File: src/rtl/t1e1_map_pkg.sv
package t1e1_map_pkg;
    localparam int SLOTS     = 32;
    localparam int SLOT_BITS = 8;
    localparam int T1_CHANS  = 24;
    localparam int IL_STRIDE = 4;

    localparam int TS_W  = $clog2(SLOTS);
    localparam int BIT_W = $clog2(SLOT_BITS);
    localparam int POS_W = TS_W + BIT_W;

    typedef enum logic [1:0] {
        MAP_NONE = 2'b00,
        MAP_ILV  = 2'b01,
        MAP_FRM  = 2'b10,
        MAP_RSV  = 2'b11
    } map_mode_e;

    typedef logic [POS_W-1:0]     pos_t;
    typedef logic [TS_W-1:0]      ts_t;
    typedef logic [SLOT_BITS-1:0] byte_t;

    // Shared slot map: 1 when a timeslot carries payload in the given mode.
    function automatic logic slot_used(map_mode_e m, ts_t ts);
        logic r;
        case (m)
            MAP_ILV: r = (ts == '0) || ((ts % ts_t'(IL_STRIDE)) != '0);
            MAP_FRM: r = (ts < ts_t'(T1_CHANS));
            default: r = 1'b1;
        endcase
        return r;
    endfunction
endpackage

File: src/rtl/map_frame_timer.sv
module map_frame_timer
    import t1e1_map_pkg::*;
(
    input  logic      clk,
    input  logic      rst_n,
    input  logic      frame_pulse,
    input  map_mode_e mode_sel,
    output pos_t      pos_q,
    output pos_t      nxt_pos,
    output logic      active_q,
    output logic      step,
    output map_mode_e mode_q,
    output map_mode_e nxt_mode
);
    typedef struct packed {
        pos_t      pos;
        logic      active;
        map_mode_e mode;
    } tmr_s;

    tmr_s s_d, s_q;

    always_comb begin
        step     = frame_pulse | s_q.active;
        nxt_pos  = frame_pulse ? '0 : s_q.pos + 1'b1;
        nxt_mode = frame_pulse ? mode_sel : s_q.mode;
        s_d      = s_q;
        if (step) begin
            s_d.pos = nxt_pos;
        end
        if (frame_pulse) begin
            s_d.active = 1'b1;
            s_d.mode   = mode_sel;
        end
    end

    always_ff @(posedge clk) begin
        if (!rst_n) begin
            s_q <= '{pos: '0, active: 1'b0, mode: MAP_NONE};
        end else begin
            s_q <= s_d;
        end
    end

    assign pos_q    = s_q.pos;
    assign active_q = s_q.active;
    assign mode_q   = s_q.mode;

    // the captured mode moves only after a frame pulse
    assert_mode_hold_R9: assert property (@(posedge clk) disable iff (!rst_n)
        !frame_pulse |=> $stable(s_q.mode));
endmodule

File: src/rtl/map_tx_serializer.sv
module map_tx_serializer
    import t1e1_map_pkg::*;
(
    input  logic      clk,
    input  logic      rst_n,
    input  logic      step,
    input  pos_t      nxt_pos,
    input  map_mode_e nxt_mode,
    input  logic      idle_ones,
    input  byte_t     tx_data,
    input  logic      tx_empty,
    output logic      tx_pop,
    output logic      line_tx,
    output logic      underrun
);
    typedef struct packed {
        byte_t sh;
        logic  urun;
    } txs_s;

    txs_s  s_d, s_q;
    logic  load;
    logic  used;
    byte_t fill;

    always_comb begin
        load   = step && (nxt_pos[BIT_W-1:0] == '0);
        used   = slot_used(nxt_mode, nxt_pos[POS_W-1:BIT_W]);
        fill   = {SLOT_BITS{idle_ones}};
        s_d    = s_q;
        tx_pop = 1'b0;
        if (load) begin
            if (used && !tx_empty) begin
                tx_pop = 1'b1;
                s_d.sh = tx_data;
            end else begin
                s_d.sh = fill;
                if (used) begin
                    s_d.urun = 1'b1;
                end
            end
        end else if (step) begin
            s_d.sh = {s_q.sh[SLOT_BITS-2:0], idle_ones};
        end else begin
            s_d.sh = fill;
        end
    end

    always_ff @(posedge clk) begin
        if (!rst_n) begin
            s_q <= '{sh: '0, urun: 1'b0};
        end else begin
            s_q <= s_d;
        end
    end

    assign line_tx  = s_q.sh[SLOT_BITS-1];
    assign underrun = s_q.urun;

    // underrun flag is sticky
    assert_underrun_sticky_R7: assert property (@(posedge clk) disable iff (!rst_n)
        s_q.urun |=> s_q.urun);
endmodule

File: src/rtl/map_rx_deserializer.sv
module map_rx_deserializer
    import t1e1_map_pkg::*;
(
    input  logic      clk,
    input  logic      rst_n,
    input  logic      active,
    input  pos_t      pos,
    input  map_mode_e mode,
    input  logic      line_rx,
    input  logic      rx_full,
    output byte_t     rx_data,
    output logic      rx_push,
    output logic      overrun
);
    typedef struct packed {
        byte_t sh;
        byte_t data;
        logic  push;
        logic  orun;
    } rxs_s;

    rxs_s  s_d, s_q;
    logic  last_bit;
    byte_t word;

    always_comb begin
        s_d      = s_q;
        s_d.push = 1'b0;
        word     = {s_q.sh[SLOT_BITS-2:0], line_rx};
        last_bit = active && (pos[BIT_W-1:0] == BIT_W'(SLOT_BITS - 1));
        if (active) begin
            s_d.sh = word;
        end
        if (last_bit && slot_used(mode, pos[POS_W-1:BIT_W])) begin
            if (!rx_full) begin
                s_d.push = 1'b1;
                s_d.data = word;
            end else begin
                s_d.orun = 1'b1;
            end
        end
    end

    always_ff @(posedge clk) begin
        if (!rst_n) begin
            s_q <= '{sh: '0, data: '0, push: 1'b0, orun: 1'b0};
        end else begin
            s_q <= s_d;
        end
    end

    assign rx_data = s_q.data;
    assign rx_push = s_q.push;
    assign overrun = s_q.orun;

    // nothing is pushed into a FIFO that reported full
    assert_push_not_full_R8: assert property (@(posedge clk) disable iff (!rst_n)
        s_q.push |-> $past(!rx_full));
    // overrun flag is sticky
    assert_overrun_sticky_R8: assert property (@(posedge clk) disable iff (!rst_n)
        s_q.orun |=> s_q.orun);
endmodule

File: src/rtl/t1e1_slot_mapper.sv
module t1e1_slot_mapper
    import t1e1_map_pkg::*;
(
    input  logic                 clk,
    input  logic                 rst_n,
    input  logic                 frame_pulse,
    input  logic [1:0]           mode_sel,
    input  logic                 idle_ones,
    input  logic [SLOT_BITS-1:0] tx_data,
    input  logic                 tx_empty,
    output logic                 tx_pop,
    output logic                 line_tx,
    input  logic                 line_rx,
    output logic [SLOT_BITS-1:0] rx_data,
    output logic                 rx_push,
    input  logic                 rx_full,
    output logic                 tx_underrun,
    output logic                 rx_overrun
);
    pos_t      pos_q, nxt_pos;
    logic      active_q, step;
    map_mode_e mode_q, nxt_mode;
    ts_t       nxt_ts;

    map_frame_timer u_timer (
        .clk         (clk),
        .rst_n       (rst_n),
        .frame_pulse (frame_pulse),
        .mode_sel    (map_mode_e'(mode_sel)),
        .pos_q       (pos_q),
        .nxt_pos     (nxt_pos),
        .active_q    (active_q),
        .step        (step),
        .mode_q      (mode_q),
        .nxt_mode    (nxt_mode)
    );

    map_tx_serializer u_tx (
        .clk       (clk),
        .rst_n     (rst_n),
        .step      (step),
        .nxt_pos   (nxt_pos),
        .nxt_mode  (nxt_mode),
        .idle_ones (idle_ones),
        .tx_data   (tx_data),
        .tx_empty  (tx_empty),
        .tx_pop    (tx_pop),
        .line_tx   (line_tx),
        .underrun  (tx_underrun)
    );

    map_rx_deserializer u_rx (
        .clk     (clk),
        .rst_n   (rst_n),
        .active  (active_q),
        .pos     (pos_q),
        .mode    (mode_q),
        .line_rx (line_rx),
        .rx_full (rx_full),
        .rx_data (rx_data),
        .rx_push (rx_push),
        .overrun (rx_overrun)
    );

    assign nxt_ts = nxt_pos[POS_W-1:BIT_W];

    // no fetch for the grouped-mode tail timeslots
    assert_frm_gap_R5: assert property (@(posedge clk) disable iff (!rst_n)
        (step && nxt_mode == MAP_FRM && nxt_ts >= ts_t'(T1_CHANS)) |-> !tx_pop);
    // no fetch for interleaved empty timeslots, timeslot 0 excluded
    assert_ilv_gap_R4: assert property (@(posedge clk) disable iff (!rst_n)
        (step && nxt_mode == MAP_ILV && nxt_ts != '0 &&
         (nxt_ts % ts_t'(IL_STRIDE)) == '0) |-> !tx_pop);
    // a pop is followed by the first bit of a timeslot
    assert_pop_aligns_R10: assert property (@(posedge clk) disable iff (!rst_n)
        tx_pop |=> (active_q && pos_q[BIT_W-1:0] == '0));
    // a push follows the last bit of a timeslot
    assert_push_aligns_R10: assert property (@(posedge clk) disable iff (!rst_n)
        rx_push |-> ($past(active_q) && $past(pos_q[BIT_W-1:0]) == BIT_W'(SLOT_BITS - 1)));
endmodule

File: config.mk
export PLATFORM = sky130hd
export DESIGN_NAME = t1e1_slot_mapper
export DESIGN_NICKNAME = d
export VERILOG_FILES = /design/src/rtl/t1e1_map_pkg.sv /design/src/rtl/map_frame_timer.sv /design/src/rtl/map_tx_serializer.sv /design/src/rtl/map_rx_deserializer.sv /design/src/rtl/t1e1_slot_mapper.sv
export SDC_FILE = /design/constraint.sdc
export NUM_CORES = 1
export LEC_CHECK = 0
export ABC_CLOCK_PERIOD_IN_PS = 4300
export BUFFER_PORTS_ARGS = -buffer_cell sky130_fd_sc_hd__buf_4
export CAP_MARGIN = 30
export CORE_MARGIN = 1.5
export CORE_UTILIZATION = 59
export CTS_CLUSTER_SIZE = 14
export DETAILED_ROUTE_END_ITERATION = 7
export PLACE_DENSITY = 0.9
export SYNTH_ARGS = -nofsm -noshare
export SYNTH_HDL_FRONTEND = slang
export SYNTH_SLANG_ARGS = --single-unit
File: constraint.sdc
create_clock -name clk -period 4.3 [get_ports clk]
set_input_delay 0.645 -clock clk [delete_from_list [all_inputs] [get_ports clk]]
set_output_delay 0.645 -clock clk [all_outputs]
set_load 0.01 [all_outputs]
### After elaboration in Yosys (flattened, before gate mapping)

Cells that the tools add are included.

| word-level totals | value |
|---|---|
| bits in registers | 37 |
| input bits | 17 |
| output and inout bits | 13 |

| operators by class | value |
|---|---|
| add/subtract/negate cells | 1 |
| $lt $le $gt $ge | 2 |
| equal/unequal tests | 5 |
| mux-type cells | 10 |
| bitwise gates (word level) | 3 |
| reduce and logical (&&, ||, !) cells | 16 |

Operator list:

| kind | count |
|---|---|
| 8-bit two-way mux | 4 |
| 5-bit logical NOT | 2 |
| 5-bit less-than comparator (second input constant) | 2 |
| 5-bit nonzero test | 2 |
| 8-bit by 1-bit adder with 8-bit output (second input constant) | 1 |
| 2-bit AND reduction | 3 |
| 2-bit by 1-bit == test with 1-bit output (second input constant) | 2 |
| 2-bit == test (second input constant) | 2 |
| 1-bit logical AND | 4 |
| 1-bit case mux with 2 select lines | 2 |
| 3-bit == test (second input constant) | 1 |
| 3-bit logical NOT | 1 |
| 1-bit two-way mux | 3 |
| 3-bit AND reduction | 1 |
| 1-bit logical OR | 2 |
| 2-bit two-way mux | 1 |
| 1-bit NOT | 2 |
| 1-bit logical NOT | 1 |
| 1-bit bitwise OR | 1 |

### Depth between registers and ports, before layout

Gate-level depths: netlist of the first run.

| depth | value |
|---|---|
| word-level depth | 8 |
| mapped depth | 10 |

### Modules after synthesis

From an unflattened synthesis of the first run, not the netlist that was laid out.

| second synthesis, totals | value |
|---|---|
| cell total of the unflattened synthesis | 206 |
| area, all modules | 1901.8 sq um |

Modules (own cells, without submodules):

| module | times used | cells an instance | area each (sq um) | sequential area each (sq um) |
|---|---|---|---|---|
| map_rx_deserializer | 1 | 79 | 808.3 | 340.3 |
| map_frame_timer | 1 | 72 | 599.3 | 220.2 |
| map_tx_serializer | 1 | 55 | 494.2 | 180.2 |

### Worst setup path after synthesis of the first run

OpenSTA, ideal clock, no wires.

| path | value |
|---|---|
| path type | input to output |
| start | in frame_pulse |
| end | out tx_pop |
| arrival | 2303 ps |
| data required time | 3655 ps |
| slack | 1352 ps |
| cell stages on the path | 8 |
| cell sequence | clkbuf_1 mux2i_1 inv_1 ha_1 nor3_1 a2111oi_4 nand2b_2 nand2_1 |

| on the way | value |
|---|---|
| longest elaborated chain between the ends | 7 |

Ends and longest elaborated chain:

| element | line | text |
|---|---|---|
| start: declaration | t1e1_slot_mapper.sv:6 | `input logic frame_pulse,` |
| parallel branches: the longest is 6 deep, another holds 5-bit less-than comparator | - |  |
| 1-bit two-way mux * | map_tx_serializer.sv:32 | `if (load) begin` |
| end: declaration | t1e1_slot_mapper.sv:11 | `output logic tx_pop,` |

Mark *: on every way between the ends.

### Worst setup path after layout of the first run

| path | value |
|---|---|
| start | reg u_timer.s_q, in the netlist u_timer.pos_q[0] |
| end | out tx_pop |

| on the way | value |
|---|---|
| longest elaborated chain between the ends | 8 |

Ends and longest elaborated chain:

| element | line | text |
|---|---|---|
| start: declaration | map_frame_timer.sv:21 | `tmr_s s_d, s_q;` |
| start signal: assignment | map_frame_timer.sv:39 | `s_q <= '{pos: '0, active: 1'b0, mode: MAP_NONE};` |
| 8-bit by 1-bit adder with 8-bit output * | map_frame_timer.sv:25 | `nxt_pos = frame_pulse ? '0 : s_q.pos + 1'b1;` |
| 8-bit two-way mux * | map_frame_timer.sv:25 |  |
| parallel branches: the longest is 5 deep, another holds 5-bit less-than comparator | - |  |
| 1-bit two-way mux * | map_tx_serializer.sv:32 |  |

Marked as above.

==> flow_summary.yaml, run 1 <==
outcome:
  run_status: "finished, final reports clean"
placement:
  place_hpwl_um: 2580
  port-buffer-count: 29
  dpl-instance-area_mm2: 0.00194
  global_placement_routability_congestion: 0.792
setup_path:
  worstPathCellList: "ha_1 -> ha_1 -> nor2_1 -> a31oi_1 -> a2111oi_4 -> nand2b_2 -> nand2_1 -> buf_4"
  timing.critical_path.mode_cell: "sky130_fd_sc_hd__ha_1"
  timing.rr.end: "u_tx.s_q[6]$_SDFF_PN0_"
  worstPathRequired_ps: 3650
  cp.arrival_ps: 2640
  critical-path-max-stage-delay_ps: 520
  regToRegSetupSlack_ps: 1610
  worstSetupPathDepth: 8
  start_to_end_type_of_the_worst_setup_path: "reg -> out"
  r2r_start: "u_timer.pos_q[0]$_SDFFE_PN0N_"
  crit_family: "adder cells"
  type_of_origin_of_the_critical_path: "register"
  worst-path-buf-inv: 1
  reg2reg_depth: 8
  critical_path.endpoint_type: "primary output"
  timing.critical_path.fanout_max: 9
  cpMaxStageDelayCell: "sky130_fd_sc_hd__dfxtp_1"
floorplanning:
  placement_rows: 19
  start_util_pct: 63.9
  die-height_um: 58.6
  core_area_mm2: 0.00285
  floorplan.io_pins: 30
  dieArea_mm2: 0.00343
  die_width_um: 58.6
power:
  max-vdd-ir-drop_uv: 224
  power-per-cell-area_mw_per_mm2: 339
  leakage_uw: 0.000810
sta:
  finalMaxSlewViolations: 0
  skew_ps: 7.39
  max_slew_margin_pct: 35.9
  setup_viol: 0
  fmaxAchievable_mhz: 304
  tns_ps: 0
  layout_worst_path_cycle_share_pct: 76.5
  rsz0062_at_grt: "false"
  worstMarginPinSlew_ps: 959
  post-route-min-period_ps: 3290
  finalHoldViolations: 0
global_routing:
  grt_start_max_net_pins: 27
  initial_antenna_violation_count: 0
  grt.total_usage_pct: 22.8
  gr-total-overflow: 0
  grt_pass1_vias: 1328
  wire_length_of_the_first_global_routing_pass_um: 5950
clock_network:
  clock_buffers_created_by_tritoncts: 5
  clkTransAtPathRegs_ps: 110
  post_cts_buffers: 0
  cts_tree: "built"
  cts-root-to-sink-buffers: 2
  insertion_delay_ps: 340
  ctsRootBufferMaster: "sky130_fd_sc_hd__clkbuf_4"
  htreeDepth: 2
  cts_hold_buffers: 0
  post_cts_resized: 0
  clock_sink_count: 37
logic_synthesis:
  synth_compound_gate_area_share_pct: 12.7
  synth_xor_area_share_pct: 3.36
  synth_ff_type: "sky130_fd_sc_hd__dfxtp_1"
  combinational_family_with_the_most_area_after_synthesis: "simple AND/OR/NAND/NOR gates"
  synth_enable_flop_cells: 0
  postSynthCellCount: 189
  synth_cell_types: 39
  mappedNetlistArea_mm2: 0.00182
  synthesis.yosys.warnings: 0
  async_flop_share_pct: 0
  synth.avg_cell_area_um2: 9.65
  synth-seq-cells: 37
  synth-simple-area-share_pct: 19.5
  synth.net_count: 212
  yosysSeqAreaShare_pct: 40.6
  yosys.area_share.adder_pct: 4.12
  synth.mux.area_fraction_pct: 11.0
cells_and_area:
  area.sequential_um2: 741
  finalCoreUtilization_pct: 71.0
  num-fill-cells: 213
  final_nets: 224
  antenna_cells: 0
  multi_input_comb_area_um2: 925
  finalInstanceArea_mm2: 0.00203
  drive_above_1_share_pct: 21.8
  area.growth.synth_to_final_pct: 11.0
  final_common_cell: "sky130_fd_sc_hd__dfxtp_1"
  layout.cells.most_common_list: "sky130_fd_sc_hd__dfxtp_1, sky130_fd_sc_hd__buf_4, sky130_fd_sc_hd__nor2b_1"
drt:
  detail_route.vias_per_cell: 5.84
  drtIter0Drc: 93
  count_of_unresolved_drc_violations_after_routing: 0
  wl_um: 3520
  vias: 1360
  post_dr_wirelength_cell_um: 15.1
  drt.antenna.violating_nets: 0
  drt_pass1_iterations: 6
hold_path:
  worstHoldEndpoint: "u_tx.underrun$_SDFFE_PN0P_"
  worst_hold_path.num_cells: 2
  min-delay-start: "u_tx.underrun$_SDFFE_PN0P_"
  worst_hold_path_type: "reg -> reg"
job:
  cap_violations: 0
==> area by class of cell <==
cell class,instances,area share [%]
Tap cell,31,1.91
Clock buffer,6,2.53
Inverter,4,0.741
Clock inverter,2,1.85
Multi-Input combinational cell,124,45.6
Sequential cell,37,36.6
Timing Repair Buffer,29,10.7
==> worst max path at each step <==
stage	from	to	slack, ps
floorplan	frame_pulse	tx_pop	1350
global placement	frame_pulse	tx_pop	1410
detailed placement	frame_pulse	tx_pop	1320
CTS	u_timer.pos_q[0]$_SDFFE_PN0N_	tx_pop	1030
global route	u_timer.pos_q[0]$_SDFFE_PN0N_	tx_pop	820
finish	u_timer.pos_q[0]$_SDFFE_PN0N_	tx_pop	1010
==> where the power goes <==
group,total (µW),switching [µW],internal (µW)
Sequential,365,10.2,355
Clock,256,117,138
Combinational,66.9,30.5,36.4
Total,688,158,530
==> worst min-delay path, cell delays in order (launching register included) <==
cell                      delay (ps)
sky130_fd_sc_hd__dfxtp_1         330
sky130_fd_sc_hd__nand2_1          50
sky130_fd_sc_hd__nand2_1          50
==> registers in the layout, indices dropped and copies added (netlist names) <==
register and count:
u_timer.mode_q 2, u_timer.active_q 1, u_timer.pos_q 8, u_tx.s_q 7, u_rx.s_q 7, u_tx.line_tx 1, u_rx.overrun 1, u_tx.underrun 1
u_rx.rx_data 8, u_rx.rx_push 1
==> Yosys cell counts, types with 2 or more instances <==
cell / n / share of area (%)
sky130_fd_sc_hd__dfxtp_1: 37 / 41
sky130_fd_sc_hd__nor2b_1: 21 / 7.2
sky130_fd_sc_hd__mux2i_1: 20 / 11
sky130_fd_sc_hd__nor2_1: 15 / 3.1
sky130_fd_sc_hd__buf_4: 10 / 4.1
sky130_fd_sc_hd__nand2_1: 10 / 2.1
sky130_fd_sc_hd__a221o_1: 7 / 3.8
sky130_fd_sc_hd__buf_2: 7 / 1.9
sky130_fd_sc_hd__ha_1: 6 / 4.1
sky130_fd_sc_hd__clkbuf_1: 5 / 1.0
sky130_fd_sc_hd__xor2_1: 5 / 2.4
sky130_fd_sc_hd__a21oi_1: 4 / 1.1
sky130_fd_sc_hd__inv_1: 4 / 0.82
sky130_fd_sc_hd__nand3_1: 4 / 1.1
sky130_fd_sc_hd__nor3_1: 4 / 1.1
sky130_fd_sc_hd__a41oi_1: 2 / 0.96
sky130_fd_sc_hd__and2_1: 2 / 0.69
sky130_fd_sc_hd__and3_1: 2 / 0.69
sky130_fd_sc_hd__nand2b_1: 2 / 0.69
sky130_fd_sc_hd__nand4_1: 2 / 0.69
sky130_fd_sc_hd__xnor2_1: 2 / 0.96
==> per-stage QoR <==
stage | worst slack, ps | total power [µW] | cells | hold WS, ps
floorplan | 1350 | 415 | 189 | 432
global placement | 1410 | 435 | 225 | 436
detailed placement | 1320 | 439 | 225 | 445
CTS | 1030 | 689 | 233 | 470
global route | 817 | 714 | 233 | 485
finish | 1010 | 688 | 233 | 466
==> kinds of logic (layout without fill, tap and decap cells) <==
kind of cell,count (synthesis),in the layout
multiplexers,20,20
AND/OR/NAND/NOR,66,66
adder cells (fa/ha/maj),6,6
buffers and inverters,28,41
flip-flops,37,37
AO/OA/AOI/OAI,25,25
XOR/XNOR,7,7
==> layer usage <==
layer | up-vias | global-route usage (%) | wire (µm)
met5 | - | 0 | 0
met3 | 9 | 7.03 | 143
met2 | 30 | 36.8 | 1760
li1 | 666 | - | -
met1 | 655 | 28.5 | 1560
met4 | 0 | 9.09 | 64
Power figures use the tool's default switching activity.
==> run 2: changes to the inputs <==
--- a/config.mk
+++ b/config.mk
@@ -5,14 +5,14 @@
 export SDC_FILE = /design/constraint.sdc
 export NUM_CORES = 1
 export LEC_CHECK = 0
-export ABC_CLOCK_PERIOD_IN_PS = 4300
+export ABC_CLOCK_PERIOD_IN_PS = 2900
 export BUFFER_PORTS_ARGS = -buffer_cell sky130_fd_sc_hd__buf_4
 export CAP_MARGIN = 30
 export CORE_MARGIN = 1.5
-export CORE_UTILIZATION = 59
+export CORE_UTILIZATION = 50
 export CTS_CLUSTER_SIZE = 14
 export DETAILED_ROUTE_END_ITERATION = 7
-export PLACE_DENSITY = 0.9
+export PLACE_DENSITY = 0.82
 export SYNTH_ARGS = -nofsm -noshare
 export SYNTH_HDL_FRONTEND = slang
 export SYNTH_SLANG_ARGS = --single-unit
==> constraint.sdc (replaced) <==
create_clock -name clk -period 2.9 [get_ports clk]
set_input_delay 0.435 -clock clk [delete_from_list [all_inputs] [get_ports clk]]
set_output_delay 0.435 -clock clk [all_outputs]
set_load 0.01 [all_outputs]
==> flow_summary.yaml, run 2 (synthesis results as in run 1) <==
outcome:
  run_status: "finished, final reports clean"
sta:
  post-route-min-period_ps: 2750
  max_slew_margin_pct: 72.2
  finalHoldViolations: 0
  fmaxAchievable_mhz: 364
  worstMarginPinSlew_ps: 416
  layout_worst_path_cycle_share_pct: 94.8
  hold_slack_ps: 315
  setup_viol: 0
  skew_ps: 5.32
  tns_ps: 0
  finalMaxSlewViolations: 0
  rsz0062_at_grt: "false"
cells_and_area:
  area.sequential_um2: 742
  antenna_cells: 0
  multi_input_comb_area_um2: 937
  area.growth.synth_to_final_pct: 13.6
  num-fill-cells: 290
  final_nets: 226
  drive_above_1_share_pct: 23.5
  layout.cells.most_common_list: "sky130_fd_sc_hd__dfxtp_1, sky130_fd_sc_hd__buf_4, sky130_fd_sc_hd__nor2b_1"
  final_common_cell: "sky130_fd_sc_hd__dfxtp_1"
clock_network:
  htreeDepth: 2
  clock_sink_count: 37
  clock_buffers_created_by_tritoncts: 5
  cts_tree: "built"
  insertion_delay_ps: 340
  ctsRootBufferMaster: "sky130_fd_sc_hd__clkbuf_4"
  cts-root-to-sink-buffers: 2
  clkTransAtPathRegs_ps: 110
  cts_hold_buffers: 0
placement:
  port-buffer-count: 29
  place_hpwl_um: 2330
  global_placement_routability_congestion: 0.854
setup_path:
  worstPathRequired_ps: 2470
  reg2reg_depth: 8
  critical_path.endpoint_type: "primary output"
  type_of_origin_of_the_critical_path: "register"
  timing.critical_path.fanout_max: 9
  r2r_start: "u_timer.pos_q[1]$_SDFFE_PN0N_"
  timing.rr.end: "u_tx.s_q[5]$_SDFF_PN0_"
  regToRegSetupSlack_ps: 550
  cp.arrival_ps: 2310
  start_to_end_type_of_the_worst_setup_path: "reg -> out"
global_routing:
  wire_length_of_the_first_global_routing_pass_um: 5620
  initial_antenna_violation_count: 0
  gr-total-overflow: 0
  grt_start_max_net_pins: 27
  grt.total_usage_pct: 17.6
  grt_pass1_vias: 1261
power:
  power-per-cell-area_mw_per_mm2: 489
  leakage_uw: 0.000818
  power.internal_uw: 787
  switching_share_pct: 22.5
  pwr-share-clk_pct: 36.9
  share_seq_of_total_power_pct: 53.0
  max-vdd-ir-drop_uv: 304
  power_share_of_the_combinational_group_pct: 10.1
  switching_power_uw: 228
drt:
  vias: 1314
  drt_pass1_iterations: 4
  detail_route.vias_per_cell: 5.26
  count_of_unresolved_drc_violations_after_routing: 0
  wl_um: 3180
  drt.antenna.violating_nets: 0
  drtIter0Drc: 55
  post_dr_wirelength_cell_um: 12.7
floorplanning:
  core_area_mm2: 0.00342
  start_util_pct: 53.4
  placement_rows: 21
  die-height_um: 63.4
  dieArea_mm2: 0.00402
  floorplan.io_pins: 30
  die_width_um: 63.4
hold_path:
  worstHoldEndpoint: "u_tx.s_q[7]$_SDFF_PN0_"
  worst_hold_path.num_cells: 2
  worst_hold_path_type: "in -> reg"
  min-delay-start: "tx_data[6]"
job:
  cap_violations: 0
==> run 2: final cells by class <==
cell class	instances	share of cell area (%)
multi-input cells	124	45.2
flip-flops and latches	37	35.8
repair buffers	31	11.2
well taps	46	2.78
clock buffers	6	2.47
clock inverters	2	1.81
inverters	4	0.724
==> run 2: critical path, cell delays in order, from the launching register on <==
cell                        delay [ps]
sky130_fd_sc_hd__dfxtp_1           480
sky130_fd_sc_hd__ha_4              240
sky130_fd_sc_hd__ha_1              250
sky130_fd_sc_hd__nor2_1            140
sky130_fd_sc_hd__a31oi_1           160
sky130_fd_sc_hd__a2111oi_4         360
sky130_fd_sc_hd__nand2b_2          120
sky130_fd_sc_hd__nand2_1           110
sky130_fd_sc_hd__buf_4             130
==> run 2: worst max path at each step <==
stage                         endpoint  slack (ps)  depth (start not counted)                           from
4_1_cts                         tx_pop          40                          8  u_timer.pos_q[1]$_SDFFE_PN0N_
6_report                        tx_pop         150                          8  u_timer.pos_q[1]$_SDFFE_PN0N_
5_1_grt                         tx_pop          10                          8  u_timer.pos_q[1]$_SDFFE_PN0N_
3_3_place_gp                    tx_pop         370                          9                    frame_pulse
3_5_place_dp                    tx_pop         260                          8  u_timer.pos_q[0]$_SDFFE_PN0N_
2_1_floorplan  u_tx.line_tx$_SDFF_PN0_         300                         10                    frame_pulse
==> run 2: metrics by stage <==
stage	setup slack [ps]	instances	utilization (%)	power [µW]	area [µm²]
detailed placement	255	242	57.7	651	1970
global placement	368	242	57.7	649	1970
global route	14.5	250	60.7	1060	2070
CTS	44.2	250	60.4	1030	2060
finish	152	250	60.7	1010	2070
floorplan	299	189	-	615	1820
==> run 2: routing by layer <==
metal | vias to the layer above | global-route usage (%) | routed length (µm)
met3 | 6 | 5.18 | 128
met2 | 25 | 28.2 | 1510
met4 | 0 | 6.52 | 46
met1 | 609 | 22.4 | 1490
met5 | - | 0 | 0
li1 | 674 | - | -
==> run 2: power by group through the flow <==
| stage | logic [µW] | registers [µW] | clock network [µW] |
|---|---|---|---|
| CTS | 103 | 538 | 387 |
| global placement | 100 | 549 | 0 |
| global route | 113 | 540 | 410 |
| finish | 102 | 538 | 374 |
| detailed placement | 102 | 549 | 0 |
| floorplan | 70.2 | 545 | 0 |
==> run 2: repair_timing <==
item | CTS | global route
gates cloned | 0 | 0
setup endpoints to repair | 1 | 1
endpoints found under the hold margin | 0 | 0
buffers inserted | 0 | 0
gates resized for setup | 2 | 1
==> run 3: changes to the inputs <==
--- a/config.mk
+++ b/config.mk
@@ -12,6 +12,7 @@
 export CORE_UTILIZATION = 50
 export CTS_CLUSTER_SIZE = 14
 export DETAILED_ROUTE_END_ITERATION = 7
+export GPL_TIMING_DRIVEN = 0
 export PLACE_DENSITY = 0.82
 export SYNTH_ARGS = -nofsm -noshare
 export SYNTH_HDL_FRONTEND = slang
==> flow_summary.yaml, run 3 (synthesis results as in run 1) <==
drt:
  drt_pass1_iterations: 4
  wl_um: 3430
  vias: 1410
  drt-met1-wl_um: 1570
  drt.antenna.violating_nets: 0
  count_of_unresolved_drc_violations_after_routing: 0
  dr.max_layer_used: "met4"
  dr_wl_met3_um: 114
  detail_route.vias_per_cell: 5.20
  met2_length_um: 1700
  drtIter0Drc: 52
  post_dr_wirelength_cell_um: 12.7
sta:
  layout_worst_path_cycle_share_pct: 92.7
  fmaxAchievable_mhz: 372
  skew_ps: 10.2
  post-route-min-period_ps: 2690
  rsz0062_at_grt: "false"
  tns_ps: 0
  finalHoldViolations: 0
  worstMarginPinSlew_ps: 671
  setup_viol: 0
  finalMaxSlewViolations: 0
  max_slew_margin_pct: 55.3
setup_path:
  worstPathRequired_ps: 2470
  timing.critical_path.fanout_max: 8
  critical-path-max-stage-delay_ps: 470
  cpMaxStageDelayCell: "sky130_fd_sc_hd__dfxtp_1"
  start_to_end_type_of_the_worst_setup_path: "reg -> out"
  worst-path-buf-inv: 2
  critical_path.endpoint_type: "primary output"
  cp.arrival_ps: 2250
  worstPathCellList: "ha_1 -> buf_2 -> nor2_1 -> a32o_1 -> a2111oi_4 -> nand2b_2 -> nand2_1 -> buf_4"
  crit_family: "compound AO/OA/AOI/OAI gates"
  type_of_origin_of_the_critical_path: "register"
floorplanning:
  start_util_pct: 53.4
  dieArea_mm2: 0.00402
  core_area_mm2: 0.00342
  die-height_um: 63.4
  die_width_um: 63.4
  placement_rows: 21
  floorplan.io_pins: 30
clock_network:
  cts-root-to-sink-buffers: 2
  post_cts_buffers: 0
  clkTransAtPathRegs_ps: 120
  insertion_delay_ps: 340
  htreeDepth: 2
  cts_hold_buffers: 0
  ctsRootBufferMaster: "sky130_fd_sc_hd__clkbuf_4"
  cts_tree: "built"
  clock_sink_count: 37
  post_cts_resized: 0
  clock_buffers_created_by_tritoncts: 5
global_routing:
  grt_start_max_net_pins: 13
  grt_pass1_vias: 1330
  wire_length_of_the_first_global_routing_pass_um: 5950
  grt.total_usage_pct: 18.5
  gr-total-overflow: 0
  initial_antenna_violation_count: 0
power:
  leakage_uw: 0.000913
  max-vdd-ir-drop_uv: 299
  power-per-cell-area_mw_per_mm2: 471
cells_and_area:
  drive_above_1_share_pct: 27.6
  final_common_cell: "sky130_fd_sc_hd__buf_4"
  layout.cells.most_common_list: "sky130_fd_sc_hd__buf_4, sky130_fd_sc_hd__dfxtp_1, sky130_fd_sc_hd__nor2b_1"
  finalCoreUtilization_pct: 63.9
  area.growth.synth_to_final_pct: 19.6
  antenna_cells: 0
  num-fill-cells: 302
  final_nets: 247
placement:
  port-buffer-count: 28
  place_hpwl_um: 2450
  global_placement_routability_congestion: 0.806
hold_path:
  worst_hold_path_type: "in -> reg"
outcome:
  run_status: "finished, final reports clean"
job:
  cap_violations: 0
## run 3: cell count changes in the layout (fill, tap and decap cells not counted), sizes merged
| cell | change |
|---|---|
| buf | +16 |
| clkbuf | +5 |
## run 3: final timing paths
check	start	end	slack [ps]	cells after the start
setup / recovery	u_timer.pos_q[1]$_SDFFE_PN0N_	tx_pop	210	8
hold / removal	tx_data[5]	u_tx.s_q[6]$_SDFF_PN0_	300	2
setup reg to reg	u_timer.pos_q[1]$_SDFFE_PN0N_	u_tx.s_q[5]$_SDFF_PN0_	560	9
hold reg to reg	u_tx.s_q[1]$_SDFF_PN0_	u_tx.s_q[2]$_SDFF_PN0_	450	1
## run 3: layer usage
metal / vias up / GRT usage (%)
met2: 25 / 29.9
met1: 669 / 23.3
met4: 0 / 7.61
met3: 6 / 4.82
li1: 710 / -
met5: - / 0
## run 3: final cells by class
cell class	instances	area, µm²	area share (%)
clock buffers	6	51.3	2.35
repair buffers	28	210	9.63
flip-flops and latches	37	741	33.9
clock inverters	2	37.5	1.72
plain buffers	24	145	6.65
well taps	46	57.6	2.64
inverters	4	15.0	0.688
multi-input cells	124	925	42.4
## run 3: power by group
group          switching [µW]  internal [µW]
clock                     178            205
sequential               7.36            527
combinational            53.1           57.3
## run 3: stage by stage
step	instance area (µm²)	power, µW	worst slack [ps]	hold slack (ps)	instances
global placement	2090	653	88.1	436	263
CTS	2180	1030	50.8	303	271
detailed placement	2090	655	57.9	441	263
floorplan	1820	615	299	432	189
global route	2180	1070	45.4	284	271
finish	2180	1030	211	305	271
